## src/rtl/i2cbp_pkg.sv

```systemverilog
package i2cbp_pkg;

    localparam int BYTE_W = 8;
    localparam int WORD_W = 2 * BYTE_W;

    typedef enum logic {
        XFER_RX = 1'b0,
        XFER_TX = 1'b1
    } xfer_dir_e;

    typedef struct packed {
        logic [BYTE_W-1:0] hi;
        logic [BYTE_W-1:0] lo;
    } byte_pair_t;

    // Number of bytes a freshly loaded word will carry
    function automatic logic [1:0] word_fill(input logic more_than_one);
        return more_than_one ? 2'd2 : 2'd1;
    endfunction

    // Word produced by the receive packer
    function automatic byte_pair_t pack_pair(input logic have_low,
                                             input logic [BYTE_W-1:0] low_byte,
                                             input logic [BYTE_W-1:0] new_byte);
        byte_pair_t w;
        if (have_low) begin
            w.lo = low_byte;
            w.hi = new_byte;
        end else begin
            w.lo = new_byte;
            w.hi = '0;
        end
        return w;
    endfunction

endpackage

```

## src/rtl/i2cbp_ctrl.sv

```systemverilog
module i2cbp_ctrl
    import i2cbp_pkg::*;
#(
    parameter int CNT_W = 16
) (
    input  logic             clk,
    input  logic             rst,
    input  logic             start_i,
    input  xfer_dir_e        dir_i,
    input  logic [CNT_W-1:0] count_i,
    input  logic             byte_done_i,
    output logic             launch_o,
    output logic             busy_o,
    output xfer_dir_e        dir_o,
    output logic             multi_o,
    output logic             last_o,
    output logic             ardy_o
);

    logic             busy_q;
    xfer_dir_e        dir_q;
    logic [CNT_W-1:0] remain_q;
    logic             ardy_q;

    assign launch_o = start_i && !busy_q && (count_i != '0);

    always_ff @(posedge clk) begin
        if (rst) begin
            busy_q   <= 1'b0;
            dir_q    <= XFER_RX;
            remain_q <= '0;
            ardy_q   <= 1'b0;
        end else if (launch_o) begin
            busy_q   <= 1'b1;
            dir_q    <= dir_i;
            remain_q <= count_i;
            ardy_q   <= 1'b0;
        end else if (busy_q && byte_done_i) begin
            remain_q <= remain_q - 1'b1;
            if (remain_q == CNT_W'(1)) begin
                busy_q <= 1'b0;
                ardy_q <= 1'b1;
            end
        end
    end

    assign busy_o  = busy_q;
    assign dir_o   = dir_q;
    assign multi_o = (remain_q > CNT_W'(1));
    assign last_o  = (remain_q == CNT_W'(1));
    assign ardy_o  = ardy_q;

    // zero-count start leaves the block idle
    a_r2_zero_ignored: assert property (@(posedge clk) disable iff (rst)
        (start_i && !busy_q && count_i == '0) |=> !busy_q);

    // end of a transfer always raises access-ready
    a_r10_end_ardy: assert property (@(posedge clk) disable iff (rst)
        $fell(busy_q) |-> ardy_q);

    // one count step per byte
    a_r11_decrement: assert property (@(posedge clk) disable iff (rst)
        (busy_q && byte_done_i && remain_q > CNT_W'(1) && !launch_o)
            |=> (remain_q == $past(remain_q) - 1'b1));

endmodule

```

## src/rtl/i2cbp_tx.sv

```systemverilog
module i2cbp_tx
    import i2cbp_pkg::*;
(
    input  logic              clk,
    input  logic              rst,
    input  logic              launch_i,
    input  logic              launch_tx_i,
    input  logic              active_i,
    input  logic              multi_i,
    input  logic              wr_en_i,
    input  byte_pair_t        wr_data_i,
    input  logic              sh_ready_i,
    output logic              sh_valid_o,
    output logic [BYTE_W-1:0] sh_byte_o,
    output logic              xrdy_o,
    output logic              udf_o,
    output logic              done_o
);

    byte_pair_t word_q;
    logic [1:0] fill_q;
    logic       xrdy_q;
    logic       udf_q;
    logic       take;
    logic       load;

    assign sh_valid_o = (fill_q != 2'd0);
    assign sh_byte_o  = word_q.lo;
    assign take       = sh_valid_o && sh_ready_i;
    assign load       = wr_en_i && xrdy_q && active_i;
    assign done_o     = take;

    always_ff @(posedge clk) begin
        if (rst) begin
            word_q <= '0;
            fill_q <= 2'd0;
            xrdy_q <= 1'b0;
            udf_q  <= 1'b0;
        end else if (launch_i) begin
            fill_q <= 2'd0;
            xrdy_q <= launch_tx_i;
            udf_q  <= 1'b0;
        end else begin
            if (load) begin
                word_q <= wr_data_i;
                fill_q <= word_fill(multi_i);
                xrdy_q <= 1'b0;
            end else if (take) begin
                word_q <= '{hi: '0, lo: word_q.hi};
                fill_q <= fill_q - 2'd1;
                if (fill_q == 2'd1 && multi_i)
                    xrdy_q <= 1'b1;
            end
            if (active_i && sh_ready_i && fill_q == 2'd0)
                udf_q <= 1'b1;
        end
    end

    assign xrdy_o = xrdy_q;
    assign udf_o  = udf_q;

    // a pending request never coexists with a loaded byte
    a_r5_req_excl: assert property (@(posedge clk) disable iff (rst)
        !(xrdy_q && sh_valid_o));

    // no byte is offered outside an active transmit
    a_r11_tx_idle: assert property (@(posedge clk) disable iff (rst)
        sh_valid_o |-> active_i);

    // the second byte offered is the upper half of the loaded word
    a_r3_hi_second: assert property (@(posedge clk) disable iff (rst)
        (take && fill_q == 2'd2 && !launch_i) |=> (sh_byte_o == $past(word_q.hi)));

endmodule

```

## src/rtl/i2cbp_rx.sv

```systemverilog
module i2cbp_rx
    import i2cbp_pkg::*;
(
    input  logic              clk,
    input  logic              rst,
    input  logic              launch_i,
    input  logic              active_i,
    input  logic              last_i,
    input  logic              sh_valid_i,
    input  logic [BYTE_W-1:0] sh_byte_i,
    input  logic              rd_en_i,
    output logic              sh_ready_o,
    output byte_pair_t        rd_word_o,
    output logic              rrdy_o,
    output logic              ovr_o,
    output logic              done_o
);

    logic [BYTE_W-1:0] lo_q;
    logic              half_q;
    byte_pair_t        word_q;
    logic              rrdy_q;
    logic              ovr_q;
    logic              take;
    logic              complete;

    assign sh_ready_o = active_i;
    assign take       = sh_valid_i && active_i;
    assign complete   = take && (half_q || last_i);
    assign done_o     = take;

    always_ff @(posedge clk) begin
        if (rst) begin
            lo_q   <= '0;
            half_q <= 1'b0;
            word_q <= '0;
            rrdy_q <= 1'b0;
            ovr_q  <= 1'b0;
        end else if (launch_i) begin
            half_q <= 1'b0;
            rrdy_q <= 1'b0;
            ovr_q  <= 1'b0;
        end else begin
            if (take && !complete) begin
                lo_q   <= sh_byte_i;
                half_q <= 1'b1;
            end
            if (complete) begin
                half_q <= 1'b0;
                if (rrdy_q && !rd_en_i) begin
                    ovr_q <= 1'b1;
                end else begin
                    word_q <= pack_pair(half_q, lo_q, sh_byte_i);
                    rrdy_q <= 1'b1;
                end
            end else if (rd_en_i) begin
                rrdy_q <= 1'b0;
            end
        end
    end

    assign rd_word_o = word_q;
    assign rrdy_o    = rrdy_q;
    assign ovr_o     = ovr_q;

    // a receive request only appears after a byte was taken
    a_r6_req_source: assert property (@(posedge clk) disable iff (rst)
        $rose(rrdy_q) |-> $past(take));

    // the unread word survives an overrun
    a_r8_word_kept: assert property (@(posedge clk) disable iff (rst)
        $rose(ovr_q) |-> $stable(word_q));

    // idle block takes nothing
    a_r11_rx_idle: assert property (@(posedge clk) disable iff (rst)
        (!active_i && !launch_i) |=> $stable(word_q));

endmodule

```

## src/rtl/i2cbp_buffer.sv

```systemverilog
module i2cbp_buffer
    import i2cbp_pkg::*;
#(
    parameter int CNT_W = 16
) (
    input  logic             clk,
    input  logic             rst,
    input  logic             start_i,
    input  logic             start_tx_i,
    input  logic [CNT_W-1:0] count_i,
    input  logic             wr_en_i,
    input  logic [15:0]      wr_data_i,
    input  logic             rd_en_i,
    output logic [15:0]      rd_data_o,
    output logic             tx_req_o,
    output logic             rx_req_o,
    output logic             acc_rdy_o,
    output logic             overrun_o,
    output logic             underflow_o,
    output logic             busy_o,
    output logic             txb_valid_o,
    input  logic             txb_ready_i,
    output logic [7:0]       txb_data_o,
    input  logic             rxb_valid_i,
    output logic             rxb_ready_o,
    input  logic [7:0]       rxb_data_i
);

    xfer_dir_e  start_dir;
    xfer_dir_e  cur_dir;
    logic       launch;
    logic       busy;
    logic       multi;
    logic       last;
    logic       tx_active;
    logic       rx_active;
    logic       tx_done;
    logic       rx_done;
    byte_pair_t rx_word;

    assign start_dir = start_tx_i ? XFER_TX : XFER_RX;
    assign tx_active = busy && (cur_dir == XFER_TX);
    assign rx_active = busy && (cur_dir == XFER_RX);

    i2cbp_ctrl #(.CNT_W(CNT_W)) u_ctrl (
        .clk         (clk),
        .rst         (rst),
        .start_i     (start_i),
        .dir_i       (start_dir),
        .count_i     (count_i),
        .byte_done_i (tx_done || rx_done),
        .launch_o    (launch),
        .busy_o      (busy),
        .dir_o       (cur_dir),
        .multi_o     (multi),
        .last_o      (last),
        .ardy_o      (acc_rdy_o)
    );

    i2cbp_tx u_tx (
        .clk         (clk),
        .rst         (rst),
        .launch_i    (launch),
        .launch_tx_i (start_dir == XFER_TX),
        .active_i    (tx_active),
        .multi_i     (multi),
        .wr_en_i     (wr_en_i),
        .wr_data_i   (byte_pair_t'(wr_data_i)),
        .sh_ready_i  (txb_ready_i),
        .sh_valid_o  (txb_valid_o),
        .sh_byte_o   (txb_data_o),
        .xrdy_o      (tx_req_o),
        .udf_o       (underflow_o),
        .done_o      (tx_done)
    );

    i2cbp_rx u_rx (
        .clk         (clk),
        .rst         (rst),
        .launch_i    (launch),
        .active_i    (rx_active),
        .last_i      (last),
        .sh_valid_i  (rxb_valid_i),
        .sh_byte_i   (rxb_data_i),
        .rd_en_i     (rd_en_i),
        .sh_ready_o  (rxb_ready_o),
        .rd_word_o   (rx_word),
        .rrdy_o      (rx_req_o),
        .ovr_o       (overrun_o),
        .done_o      (rx_done)
    );

    assign rd_data_o = rx_word;
    assign busy_o    = busy;

    // the two byte paths are never both busy
    a_r11_one_path: assert property (@(posedge clk) disable iff (rst)
        !(tx_done && rx_done));

endmodule

```

## config.mk

```make
export PLATFORM = sky130hd
export DESIGN_NAME = i2cbp_buffer
export DESIGN_NICKNAME = d
export VERILOG_FILES = /design/src/rtl/i2cbp_pkg.sv /design/src/rtl/i2cbp_ctrl.sv /design/src/rtl/i2cbp_tx.sv /design/src/rtl/i2cbp_rx.sv /design/src/rtl/i2cbp_buffer.sv
export SDC_FILE = /design/constraint.sdc
export NUM_CORES = 1
export LEC_CHECK = 0
export BUFFER_PORTS_ARGS = -buffer_cell sky130_fd_sc_hd__buf_2
export CAP_MARGIN = 25
export CORE_MARGIN = 8
export CORE_UTILIZATION = 45
export CTS_CLUSTER_SIZE = 16
export DETAILED_ROUTE_END_ITERATION = 10
export PLACE_DENSITY = 0.73
export SYNTH_ARGS = -nofsm -noshare
export SYNTH_HDL_FRONTEND = slang
export SYNTH_SLANG_ARGS = --single-unit
```

## constraint.sdc

```tcl
create_clock -name clk -period 2.02 [get_ports clk]
set_input_delay 0.101 -clock clk [delete_from_list [all_inputs] [get_ports clk]]
set_output_delay 0.101 -clock clk [all_outputs]
set_load 0.05 [all_outputs]
```

==> key figures <==
Worst setup path
  – Setup CP Type: flop to flop
  – Worst EP arrival: 2140 ps
  – CP endpoint kind: flop
  – CP startpoint kind: flop
  – R2R Path End: u_ctrl.remain_q[15]
  – Critical path origin: u_tx.fill_q[0]
  – FF-to-FF Start: u_tx.fill_q[0]
  – Reg-to-reg slack, setup: 140 ps
  – Worst-case reg-to-reg path depth: 6
  – Critical path capture point: u_ctrl.remain_q[15]
  – Worst-path maximum fanout: 8
  – CP required: 2290 ps

STA
  – TNS Setup: 0 ps
  – RSZ-0062 raised after global routing: false
  – Relative slew slack: 63.8%
  – Fin. max-slew vios: 0
  – Fmax achieved: 533 MHz
  – Slew at the pin with the worst max-slew slack: 543 ps
  – Setup ws final: 143 ps
  – Fin. Hold Viols: 0
  – Worst Hold Slack: 20.3 ps
  – Final Cycle Share: 92.9%
  – Setup Skew: 8.27 ps
  – Final setup fails: 0
  – Final min period: 1880 ps

Synth
  – EDFF count, synth: 0
  – Compound-gate portion of the synthesized area: 26.4%
  – Cells after synthesis: 369
  – Register area share after synthesis: 40.1%
  – Netlist cell types: 58
  – Synth Cell Area: 3300 µm²
  – Mux contribution to synthesized area: 4.86%
  – Post-synth ARST share: 0%
  – Yosys warning count: 0
  – #FFs+latches synth: 66
  – Synth Area in Simple Gates: 19.3%
  – Mean area per synthesized cell: 8.93 µm²
  – Synth Flop Type: dfxtp_1
  – Synthesized Nets: 421
  – Post-synthesis xor/xnor area fraction: 0.531%
  – Post-synthesis adder-cell area fraction: 1.52%
  – Largest family of logic cells by synthesized area: compound AO/OA/AOI/OAI gates

Die
  – Core Area: 7180 µm²
  – I/O pin total: 80
  – Die area: 10,300 µm²
  – Die Width: 102 µm
  – Rows: 31
  – Starting Density: 45.9%
  – DIE HEIGHT: 102 µm

Power and ir drop
  – Switching share of power: 25.4%
  – P_leak: 1.59 nW
  – Net Switching: 0.000828 W
  – Int Pwr: 0.00243 W
  – Overall Power: 0.00326 W
  – Clock power frac: 42.8%
  – Peak VDD IR: 0.397 mV
  – Pwr/cell area: 784 nW/µm²
  – Flop pwr share: 42.9%
  – Comb power frac: 14.4%

Clock network
  – Htree depth: 3
  – Clk Latency, worst-skew pair: 340 ps
  – Root Buffer: clkbuf_8
  – Clock transition at the registers of the reported paths: 70 ps
  – Clock buffer depth: 2
  – CTS tree: done
  – CTS sink count: 66
  – Inserted Clock Buffers: 9
  – Post-CTS setup buffers: 0

Finish
  – Area Growth Syn to Fin: 26.0%
  – Fraction of layout cells with a size suffix above 1: 30.6%
  – Design area: 4160 µm²
  – ANT cells: 0
  – Filler Cell Count: 652
  – Multi-input combinational cell area: 1760 µm²
  – Final net count: 504
  – Reg area: 1320 µm²

Global routing
  – Global-route wire length before repair: 14.2 mm
  – All-Layer GR Usage: 17.2%
  – Vias in the first global route: 3,108
  – GR Overflow Total: 0
  – Pin count of the biggest net entering global routing: 37
  – Initial antenna violation count: 0

Routing
  – Vias per cell: 5.63
  – First-pass detailed-route iteration total: 4
  – DRC Markers: 0
  – Final antenna-violating net count: 0
  – Final WL: 8.62 mm
  – Vias: 3,128
  – Routed WL per cell: 15.5 µm
  – Initial DRC count: 93

Placed design
  – Count of buffers from port buffering: 79
  – HPWL after DPL: 6.35 mm
  – Pre-CTS setup slack: 67.8 ps
  – Gpl congestion: 0.878
  – Dpl cell area: 3840 µm²

Hold path
  – Hold Crit Depth: 3
  – HP Class: input pin to flop

Outcome
  – Status: finished clean

Run
  – Max Cap Viol: 0
-- metrics by stage --
step,utilization [%],cells
after detailed placement,53.5,535
after global routing,57.9,556
after global placement,53.5,535
after floorplan,-,369
after CTS,57.5,555
final,57.9,556
-- sequential cells by signal, summed over array words and instances, names as in the netlist, 2 cells and up --
| signal | cells |
|---|---|
| u_rx.rd_word_o | 16 |
| u_tx.word_q | 8 |
| u_tx.sh_byte_o | 8 |
| u_rx.lo_q | 8 |
| u_tx.fill_q | 2 |
| u_ctrl.remain_q | 16 |
-- worst min path at each step --
stage | start | endpoint | slack, ps
6_report | wr_data_i[15] | u_tx.word_q[15] | 20
5_1_grt | wr_data_i[9] | u_tx.word_q[9] | 10
4_1_cts | wr_data_i[8] | u_tx.word_q[8] | 0.4
3_5_place_dp | wr_data_i[11] | u_tx.word_q[11] | 350
3_3_place_gp | wr_data_i[14] | u_tx.word_q[14] | 350
2_1_floorplan | wr_data_i[10] | u_tx.word_q[10] | 240
-- placed cells by master, fill, tap and decap left out, types with 3 or more instances in the layout --
cell and n:
buf_2 79, a31oi_1 9, mux2i_1 16, nor3_1 4, buf_4 21, a311oi_2 3, nor2b_1 5, o21ai_1 9
a21oi_1 26, o211ai_1 8, dlygate4sd3_1 5, clkbuf_8 11, nand3_1 8, ha_1 4, o311ai_1 6, a2bb2oi_1 4
or4_1 5, bufinv_16 3, a311oi_1 5, dfxtp_1 65, nand3b_1 3, inv_1 15, o32ai_1 8, nor2_1 8
nand2_1 38, or3_1 4, a211oi_1 17, nand4_1 4, a21oi_2 3, nand2b_1 19
-- power groups by stage --
stage          Combinational (W)  Sequential, W  Clock [W]
3_3_place_gp            0.000447        0.00142          0
5_1_grt                 0.000516        0.00140    0.00148
2_1_floorplan           0.000284        0.00143          0
4_1_cts                 0.000462        0.00139    0.00142
6_report                0.000468        0.00140    0.00139
3_5_place_dp            0.000454        0.00142          0
-- cells by family (layout without fill, tap and decap cells) --
group           after synthesis  in the layout
fa+ha+maj                     4              4
buf+inv                      50            138
compound gates              115            115
simple gates                116            116
xor+xnor                      2              2
mux                          16             16
flops                        66             66
-- synth_stat cells, types with 3 or more instances --
master | instances | area share (%)
a311oi_1 | 5 | 1.3
a311oi_2 | 3 | 1.4
nand4_1 | 4 | 0.76
o211ai_1 | 8 | 1.8
clkbuf_1 | 21 | 2.4
a21oi_1 | 26 | 3.9
nand3b_1 | 3 | 0.68
a21oi_2 | 3 | 0.80
o21ai_1 | 10 | 1.5
nor3_1 | 5 | 0.76
ha_1 | 4 | 1.5
buf_2 | 3 | 0.46
nand2b_1 | 20 | 3.8
or4_1 | 5 | 1.1
inv_1 | 15 | 1.7
a31oi_1 | 9 | 1.7
nand2_1 | 38 | 4.3
a211oi_1 | 17 | 3.9
o311ai_1 | 6 | 1.6
o32ai_1 | 8 | 2.1
mux2i_1 | 16 | 4.9
nor2_1 | 9 | 1.0
nand3_1 | 8 | 1.2
or3_1 | 4 | 0.76
a2bb2oi_1 | 4 | 1.1
dfxtp_1 | 66 | 40
nor2b_1 | 5 | 0.95
buf_4 | 8 | 1.8
-- worst max-delay path: stages (launching register included) --
cell and delay [ps]:
dfxtp_1 340, inv_1 70, ha_1 230, nor2b_1 220, o2111ai_2 310, or4_1 480
a31oi_1 160
-- routing by layer --
layer | track usage (%) | up-vias | part of all wire [%]
li1 | - | 1539 | -
met1 | 20.7 | 1463 | 45
met2 | 27.7 | 103 | 46
met3 | 3.71 | 23 | 6.4
met4 | 9.62 | 0 | 3.0
met5 | 0 | - | 0
-- layout make-up --
class	instances	area share, %
repair buffers	107	15.5
clock buffers	11	3.64
well taps	99	2.98
multi-input cells	253	42.3
inverters	15	1.36
flip-flops and latches	66	31.8
clock inverters	5	2.41
-- repair_timing --
item	4_1_cts	5_1_grt
endpoints found under the setup margin	0	8
hold buffers	4	1
resized for setup	0	4
hold endpoints to repair	4	1
Power figures use the tool's default switching activity.
